**config.mk**
```make
export PLATFORM = sky130hd
export DESIGN_NAME = sdram_seq
export DESIGN_NICKNAME = d
export VERILOG_FILES = /design/src/rtl/sdram_seq_pkg.sv /design/src/rtl/sdram_gap_timer.sv /design/src/rtl/sdram_row_table.sv /design/src/rtl/sdram_addr_gen.sv /design/src/rtl/sdram_seq.sv
export SDC_FILE = /design/constraint.sdc
export NUM_CORES = 1
export LEC_CHECK = 0
export ABC_AREA = 1
export BUFFER_PORTS_ARGS = -buffer_cell sky130_fd_sc_hd__buf_4
export CAP_MARGIN = 20
export CORE_MARGIN = 2
export CORE_UTILIZATION = 30
export DETAILED_ROUTE_END_ITERATION = 8
export GPL_ROUTABILITY_DRIVEN = 1
export SLEW_MARGIN = 20
export SYNTH_ARGS = -nofsm -noshare
export SYNTH_HDL_FRONTEND = slang
export SYNTH_SLANG_ARGS = --single-unit
```
**constraint.sdc**
```tcl
create_clock -name clk -period 5.8 [get_ports clk]
set_input_delay 0.58 -clock clk [delete_from_list [all_inputs] [get_ports clk]]
set_output_delay 0.58 -clock clk [all_outputs]
set_load 0.02 [all_outputs]
```
**src/rtl/sdram_seq_pkg.sv**
```systemverilog
package sdram_seq_pkg;
  // {cs_n, ras_n, cas_n, we_n}
  typedef enum logic [3:0] {
    CMD_NOP = 4'b0111,
    CMD_ACT = 4'b0011,
    CMD_RD  = 4'b0101,
    CMD_WR  = 4'b0100,
    CMD_PRE = 4'b0010
  } sd_cmd_e;

  typedef enum logic [1:0] {
    ST_IDLE,
    ST_TRP,
    ST_TRCD,
    ST_RDW
  } seq_state_e;
endpackage

```
**src/rtl/sdram_gap_timer.sv**
```systemverilog
module sdram_gap_timer #(
  parameter int W = 4
) (
  input  logic         clk,
  input  logic         rst_n,
  input  logic         load,
  input  logic [W-1:0] load_val,
  output logic [W-1:0] count,
  output logic         zero
);
  always_ff @(posedge clk) begin
    if (!rst_n)            count <= '0;
    else if (load)         count <= load_val;
    else if (count != '0)  count <= count - 1'b1;
  end

  assign zero = (count == '0);

  // Once expired and not reloaded, the timer must stay expired (gap counting, R4)
  assert_timer_hold_R4: assert property (@(posedge clk) disable iff (!rst_n)
    (!load && count == '0) |=> count == '0);
endmodule

```
**src/rtl/sdram_row_table.sv**
```systemverilog
module sdram_row_table #(
  parameter int BANK_W = 2,
  parameter int ROW_W  = 13
) (
  input  logic              clk,
  input  logic              rst_n,
  input  logic              open_en,
  input  logic              close_en,
  input  logic [BANK_W-1:0] wr_bank,
  input  logic [ROW_W-1:0]  wr_row,
  input  logic [BANK_W-1:0] rd_bank,
  output logic              rd_open,
  output logic [ROW_W-1:0]  rd_row,
  output logic [(1<<BANK_W)-1:0] open_vec
);
  localparam int BANKS = 1 << BANK_W;

  logic [ROW_W-1:0] row_arr [BANKS];

  for (genvar b = 0; b < BANKS; b++) begin : g_bank
    logic             valid_q;
    logic [ROW_W-1:0] row_q;
    logic             sel;

    assign sel = (wr_bank == BANK_W'(b));

    always_ff @(posedge clk) begin
      if (!rst_n) begin
        valid_q <= 1'b0;
        row_q   <= '0;
      end else if (open_en && sel) begin
        valid_q <= 1'b1;
        row_q   <= wr_row;
      end else if (close_en && sel) begin
        valid_q <= 1'b0;
      end
    end

    assign open_vec[b] = valid_q;
    assign row_arr[b]  = row_q;
  end

  assign rd_open = open_vec[rd_bank];
  assign rd_row  = row_arr[rd_bank];

  // A row may only be activated in a bank that holds no open row
  assert_act_on_closed_R4: assert property (@(posedge clk) disable iff (!rst_n)
    open_en |-> !open_vec[wr_bank]);
endmodule

```
**src/rtl/sdram_addr_gen.sv**
```systemverilog
module sdram_addr_gen #(
  parameter int COL_W  = 9,
  parameter int BANK_W = 2,
  parameter int ROW_W  = 13
) (
  input  logic                          clk,
  input  logic                          rst_n,
  input  logic                          take,
  input  logic                          seq,
  input  logic [COL_W+BANK_W+ROW_W-1:0] addr_in,
  output logic [COL_W+BANK_W+ROW_W-1:0] eff,
  output logic [COL_W-1:0]              col,
  output logic [BANK_W-1:0]             bank,
  output logic [ROW_W-1:0]              row
);
  localparam int AW = COL_W + BANK_W + ROW_W;

  logic [AW-1:0] next_q;

  assign eff  = seq ? next_q : addr_in;
  assign col  = eff[COL_W-1:0];
  assign bank = eff[COL_W +: BANK_W];
  assign row  = eff[AW-1 -: ROW_W];

  always_ff @(posedge clk) begin
    if (!rst_n)    next_q <= '0;
    else if (take) next_q <= eff + 1'b1;
  end
endmodule

```
**src/rtl/sdram_seq.sv**
```systemverilog
module sdram_seq
  import sdram_seq_pkg::*;
#(
  parameter int COL_W   = 9,
  parameter int BANK_W  = 2,
  parameter int ROW_W   = 13,
  parameter int DATA_W  = 32,
  parameter int TIMER_W = 4
) (
  input  logic                          clk,
  input  logic                          rst_n,
  input  logic [TIMER_W-1:0]            cfg_trp,
  input  logic [TIMER_W-1:0]            cfg_trcd,
  input  logic [1:0]                    cfg_cl,
  input  logic                          req_valid,
  output logic                          req_ready,
  input  logic                          req_write,
  input  logic                          req_seq,
  input  logic [COL_W+BANK_W+ROW_W-1:0] req_addr,
  input  logic [DATA_W-1:0]             req_wdata,
  output logic                          rsp_valid,
  output logic [DATA_W-1:0]             rsp_data,
  output logic                          sd_cs_n,
  output logic                          sd_ras_n,
  output logic                          sd_cas_n,
  output logic                          sd_we_n,
  output logic [BANK_W-1:0]             sd_ba,
  output logic [ROW_W-1:0]              sd_addr,
  output logic [DATA_W-1:0]             sd_dq_out,
  output logic                          sd_dq_oe,
  input  logic [DATA_W-1:0]             sd_dq_in
);
  localparam int AW    = COL_W + BANK_W + ROW_W;
  localparam int BANKS = 1 << BANK_W;

  seq_state_e state_q, state_d;
  sd_cmd_e    cmd_q, cmd_d;

  logic              hs;
  logic [AW-1:0]     ag_eff;
  logic [COL_W-1:0]  ag_col;
  logic [BANK_W-1:0] ag_bank;
  logic [ROW_W-1:0]  ag_row;

  logic              pend_we;
  logic [COL_W-1:0]  pend_col;
  logic [BANK_W-1:0] pend_bank;
  logic [ROW_W-1:0]  pend_row;
  logic [DATA_W-1:0] pend_data;

  logic              cur_we;
  logic [COL_W-1:0]  cur_col;
  logic [BANK_W-1:0] cur_bank;
  logic [ROW_W-1:0]  cur_row;
  logic [DATA_W-1:0] cur_data;

  logic              tbl_open, tbl_close, tbl_rd_open;
  logic [ROW_W-1:0]  tbl_rd_row;
  logic [BANKS-1:0]  open_vec;

  logic               tmr_load, tmr_zero;
  logic [TIMER_W-1:0] tmr_val, tmr_count;
  logic               capture;

  logic [ROW_W-1:0]   addr_d;
  logic [BANK_W-1:0]  ba_q;
  logic [ROW_W-1:0]   addr_q;
  logic [DATA_W-1:0]  dq_q;
  logic               oe_q;
  logic               rsp_valid_q;
  logic [DATA_W-1:0]  rsp_data_q;

  assign req_ready = (state_q == ST_IDLE);
  assign hs        = req_valid && req_ready;

  sdram_addr_gen #(.COL_W(COL_W), .BANK_W(BANK_W), .ROW_W(ROW_W)) u_addr (
    .clk     (clk),
    .rst_n   (rst_n),
    .take    (hs),
    .seq     (req_seq),
    .addr_in (req_addr),
    .eff     (ag_eff),
    .col     (ag_col),
    .bank    (ag_bank),
    .row     (ag_row)
  );

  // Current access context: live request in idle, latched request otherwise
  always_comb begin
    if (state_q == ST_IDLE) begin
      cur_we   = req_write;
      cur_col  = ag_col;
      cur_bank = ag_bank;
      cur_row  = ag_row;
      cur_data = req_wdata;
    end else begin
      cur_we   = pend_we;
      cur_col  = pend_col;
      cur_bank = pend_bank;
      cur_row  = pend_row;
      cur_data = pend_data;
    end
  end

  sdram_row_table #(.BANK_W(BANK_W), .ROW_W(ROW_W)) u_rows (
    .clk      (clk),
    .rst_n    (rst_n),
    .open_en  (tbl_open),
    .close_en (tbl_close),
    .wr_bank  (cur_bank),
    .wr_row   (cur_row),
    .rd_bank  (cur_bank),
    .rd_open  (tbl_rd_open),
    .rd_row   (tbl_rd_row),
    .open_vec (open_vec)
  );

  sdram_gap_timer #(.W(TIMER_W)) u_timer (
    .clk      (clk),
    .rst_n    (rst_n),
    .load     (tmr_load),
    .load_val (tmr_val),
    .count    (tmr_count),
    .zero     (tmr_zero)
  );

  // Sequencing decisions
  always_comb begin
    logic col_go;
    logic act_go;
    state_d   = state_q;
    cmd_d     = CMD_NOP;
    addr_d    = addr_q;
    tbl_open  = 1'b0;
    tbl_close = 1'b0;
    tmr_load  = 1'b0;
    tmr_val   = '0;
    capture   = 1'b0;
    col_go    = 1'b0;
    act_go    = 1'b0;

    case (state_q)
      ST_IDLE: begin
        if (hs) begin
          if (tbl_rd_open && tbl_rd_row == cur_row) begin
            col_go = 1'b1;
          end else if (tbl_rd_open) begin
            cmd_d     = CMD_PRE;
            addr_d    = '0;
            tbl_close = 1'b1;
            tmr_load  = 1'b1;
            tmr_val   = cfg_trp;
            state_d   = ST_TRP;
          end else begin
            act_go = 1'b1;
          end
        end
      end
      ST_TRP:  if (tmr_zero) act_go = 1'b1;
      ST_TRCD: if (tmr_zero) col_go = 1'b1;
      ST_RDW: begin
        if (tmr_zero) begin
          capture = 1'b1;
          state_d = ST_IDLE;
        end
      end
      default: state_d = ST_IDLE;
    endcase

    if (act_go) begin
      cmd_d    = CMD_ACT;
      addr_d   = cur_row;
      tbl_open = 1'b1;
      tmr_load = 1'b1;
      tmr_val  = cfg_trcd;
      state_d  = ST_TRCD;
    end

    if (col_go) begin
      addr_d = ROW_W'(cur_col);
      if (cur_we) begin
        cmd_d   = CMD_WR;
        state_d = ST_IDLE;
      end else begin
        cmd_d    = CMD_RD;
        tmr_load = 1'b1;
        tmr_val  = TIMER_W'(cfg_cl);
        state_d  = ST_RDW;
      end
    end
  end

  always_ff @(posedge clk) begin
    if (!rst_n) begin
      state_q     <= ST_IDLE;
      cmd_q       <= CMD_NOP;
      ba_q        <= '0;
      addr_q      <= '0;
      dq_q        <= '0;
      oe_q        <= 1'b0;
      rsp_valid_q <= 1'b0;
      rsp_data_q  <= '0;
      pend_we     <= 1'b0;
      pend_col    <= '0;
      pend_bank   <= '0;
      pend_row    <= '0;
      pend_data   <= '0;
    end else begin
      state_q     <= state_d;
      cmd_q       <= cmd_d;
      addr_q      <= addr_d;
      oe_q        <= (cmd_d == CMD_WR);
      rsp_valid_q <= capture;
      if (cmd_d != CMD_NOP) ba_q <= cur_bank;
      if (cmd_d == CMD_WR)  dq_q <= cur_data;
      if (capture)          rsp_data_q <= sd_dq_in;
      if (hs) begin
        pend_we   <= req_write;
        pend_col  <= ag_col;
        pend_bank <= ag_bank;
        pend_row  <= ag_row;
        pend_data <= req_wdata;
      end
    end
  end

  assign {sd_cs_n, sd_ras_n, sd_cas_n, sd_we_n} = cmd_q;
  assign sd_ba     = ba_q;
  assign sd_addr   = addr_q;
  assign sd_dq_out = dq_q;
  assign sd_dq_oe  = oe_q;
  assign rsp_valid = rsp_valid_q;
  assign rsp_data  = rsp_data_q;

  // Column commands only go to a bank holding an open row
  assert_col_open_bank_R3: assert property (@(posedge clk) disable iff (!rst_n)
    (cmd_q == CMD_RD || cmd_q == CMD_WR) |-> open_vec[sd_ba]);

  // Precharge is followed by a no-op or an activate, never a column command
  assert_pre_then_act_R5: assert property (@(posedge clk) disable iff (!rst_n)
    (cmd_q == CMD_PRE) |=> (cmd_q == CMD_NOP || cmd_q == CMD_ACT));

  // Non-zero precharge gap puts a no-op right after precharge
  assert_pre_gap_R5: assert property (@(posedge clk) disable iff (!rst_n)
    (cmd_q == CMD_PRE && cfg_trp != '0) |=> (cmd_q == CMD_NOP));

  // Non-zero activate gap puts a no-op right after activate
  assert_act_gap_R4: assert property (@(posedge clk) disable iff (!rst_n)
    (cmd_q == CMD_ACT && cfg_trcd != '0) |=> (cmd_q == CMD_NOP));

  // The host is held off while a read waits for its data
  assert_read_wait_R7: assert property (@(posedge clk) disable iff (!rst_n)
    (cmd_q == CMD_RD) |-> !req_ready);

  // Data bus is driven only with a write command
  assert_oe_write_R8: assert property (@(posedge clk) disable iff (!rst_n)
    sd_dq_oe |-> (cmd_q == CMD_WR));
endmodule

```
==> run summary <==
Pwr Density: 475 mW/mm²
Slew Viols, Final: 0
Synth warnings: 0
first-pass GRT wire length: 49.2 mm
Longest Clk Path Bufs: 3
WHS Path Cells: 3
clk_lat worst skew: 0.54 ns
Final setup viols: 0
Worst slew margin: 30.2%
area of the mapped netlist: 0.0105 mm²
Avg Synthesized Cell Area: 7.08 µm²
Hold WC Path Type: input pin to flip-flop
HPWL after detailed placement: 20.7 mm
Core Util, Final: 37.7%
CP startpoint: state_q[0]$_SDFFE_PN0P_
CP startpoint kind: flip-flop
max frequency: 210 MHz
First-pass DRT Iterations: 5
ys async rst share: 0%
Worst setup EP type: flip-flop
most frequent cells in the layout: nand2_1 (360), dfxtp_1 (227), buf_4 (195)
Setup WS pre-CTS: 1.08 ns
endpoints failing hold: 0
Slew @ Worst Pin: 1.05 ns
most frequent CP cell: nand2_1
Iter 0 DRT Violations: 608
setup TNS: 0 ns
Layout area overhead: 24.3%
PostCTS Resize Cnt: 0
routability cong.: 0.819
final std cells w/o fill: 2082
fin worst setup slack: 1.03 ns
DIE AREA: 0.0363 mm²
max-cap viol count: 0
synthesis-stage register bit count: 227
Worst Path Arrival: 5.21 ns
IO Port Bufs: 187
PnR Total Power: 6.17 mW
Layout Nets: 1712
placement-stage cell area: 0.0120 mm²
Die W: 191 µm
WS Path Type: flip-flop to flip-flop
CP max stage delay: 0.66 ns
Placed Cells: 2032
setup bufs post-CTS: 0
die height: 191 µm
Leak: 5.68 nW
HP Start: req_wdata[31]
DRC: 0
Worst VDD drop: 254 µV
cts hold-fix bufs: 0
CTS tree: yes
vias per cell: 4.81
Clock transition at path regs: 0.06 ns
cell family with most CP delay: simple AND/OR/NAND/NOR gates
CP bufs+invs: 3
Final min period: 4.77 ns
# clock sinks: 227
Min Hold Slack: 0.277 ns
crit-path cells: nor2_2 > inv_2 > nand2_1 > nand2_1 > nand2_1 > nor2_1 > nor2_1 > nand3_1 > nor2_1 > nand3_1 > a21oi_4 > buf_4 > nor2_2 > nand2_1 > nand3_1 > nand2_1 > inv_1
Crit path depth: 17
vias in the first global route: 9283
syn_nets: 1582
Post-synth EDFFs: 0
Crit-path slowest cell: nand2_1
most common cell after layout, fill and taps aside: nand2_1
clock skew: 0.0141 ns
CTS root buffer: clkbuf_16
Worst Reg-to-Reg Cells: 17
Gate Count Post-Synth: 1477
initial antenna violation count: 0
Rows: 68
gr ovfl total: 0
final wirelength: 31.0 mm
RSZ-0062 raised after global routing: no
Crit path required time: 6.24 ns
vias: 10000
Placeable Area: 0.0345 mm²
status: completed
post-route cell area: 0.0130 mm²
I/O Pins: 189
diode count: 0
antenna-violating nets left: 0
pin count of the biggest net entering global routing: 81
total global routing track utilization: 16.5%
Num CTS Buffers: 28
Seq/Total Area, Yosys: 43.5%
Initial Util: 30.3%
main flop type after synthesis: dfxtp_1
fin crit share: 82.3%
DR WL/cell: 14.9 µm
layout cells sized above 1: 17.3%
post-synth cell types: 43
worst r2r src: state_q[0]$_SDFFE_PN0P_
htree depth: 1
Crit Path Max Fanout: 47
[state kept, by name, indices dropped and copies added, names as in the netlist]
signal and flops:
cmd_q 3, pend_bank 2, pend_col 9, pend_data 32, pend_row 13, pend_we 1, rsp_data 32, rsp_valid 1
sd_addr 13, sd_ba 2, sd_dq_oe 1, sd_dq_out 32, state_q 2, u_addr.next_q 24, u_rows.g_bank.row_q 52, u_rows.g_bank.valid_q 4
u_timer.count 4
[kinds of logic after synthesis]
| logic type | after synthesis | share of synthesized area, % |
|---|---|---|
| other | 1 | 0.0359 |
| buffers and inverters | 273 | 11.0 |
| adders and majority gates | 2 | 0.239 |
| AOI/OAI and AO/OA | 372 | 21.5 |
| and+or+nand+nor | 596 | 23.3 |
| xor gates and xnor gates | 5 | 0.419 |
| muxes | 1 | 0.0958 |
| DFF | 227 | 43.5 |
[final timing paths]
check,slack [ns],to
hold / removal,0.28,pend_data[31]$_SDFFE_PN0P_
setup reg to reg,1.03,sd_addr[1]$_SDFFE_PN0P_
hold reg to reg,0.44,rsp_data[29]$_SDFFE_PN0P_
setup / recovery,1.03,sd_addr[1]$_SDFFE_PN0P_
[cells in the mapped netlist, types with 5 or more instances]
cell type  instances  area share (%)
dfxtp_1          227              43
nor2_1           114             4.1
clkbuf_1          53             1.9
a21oi_1          128             6.1
o211ai_1           8            0.57
o2111ai_1         33             2.8
inv_1            164             5.9
o21ai_0          106             5.1
nand3_1           86             4.1
inv_2             12            0.43
buf_4             10            0.72
nor2_2             7            0.42
or2_2              6            0.36
nor3_1             6            0.29
nand2_1          361              13
nand4_1            7            0.42
a21boi_1           5            0.36
buf_2             13            0.62
buf_6              9            0.97
o21ai_1           11            0.53
a211oi_1          55             4.0
buf_1             11            0.40
[power breakdown]
group / leakage [nW] / internal (mW) / switching (mW)
Combinational: 3.36 / 0.708 / 1.61
Sequential: 1.85 / 1.93 / 0.184
Clock: 0.460 / 1.04 / 0.687
Total: 5.68 / 3.68 / 2.49
[per-layer routing]
| metal | track usage [%] | part of all wire [%] |
|---|---|---|
| met5 | 0 | 0 |
| met4 | 5.93 | 3.6 |
| met3 | 2.36 | 4.8 |
| met2 | 26.5 | 45 |
| met1 | 22.5 | 47 |
[worst reg2reg max path, stage by stage, from the launching register on]
cell	delay [ns]
dfxtp_1	0.39
nor2_2	0.42
inv_2	0.29
nand2_1	0.62
nand2_1	0.67
nand2_1	0.38
nor2_1	0.06
nor2_1	0.11
nand3_1	0.14
nor2_1	0.20
nand3_1	0.19
a21oi_4	0.18
buf_4	0.47
nor2_2	0.25
nand2_1	0.12
nand3_1	0.07
nand2_1	0.07
inv_1	0.04
[final cells by class]
type	instances	area, µm²
sequential	227	4540
clock buffer	40	837
multi-input combinational	977	4800
timing repair buffer	196	1480
fill	3630	21500
clock inverter	10	87.6
inverter	177	667
tap	455	569
Power figures use the tool's default switching activity.
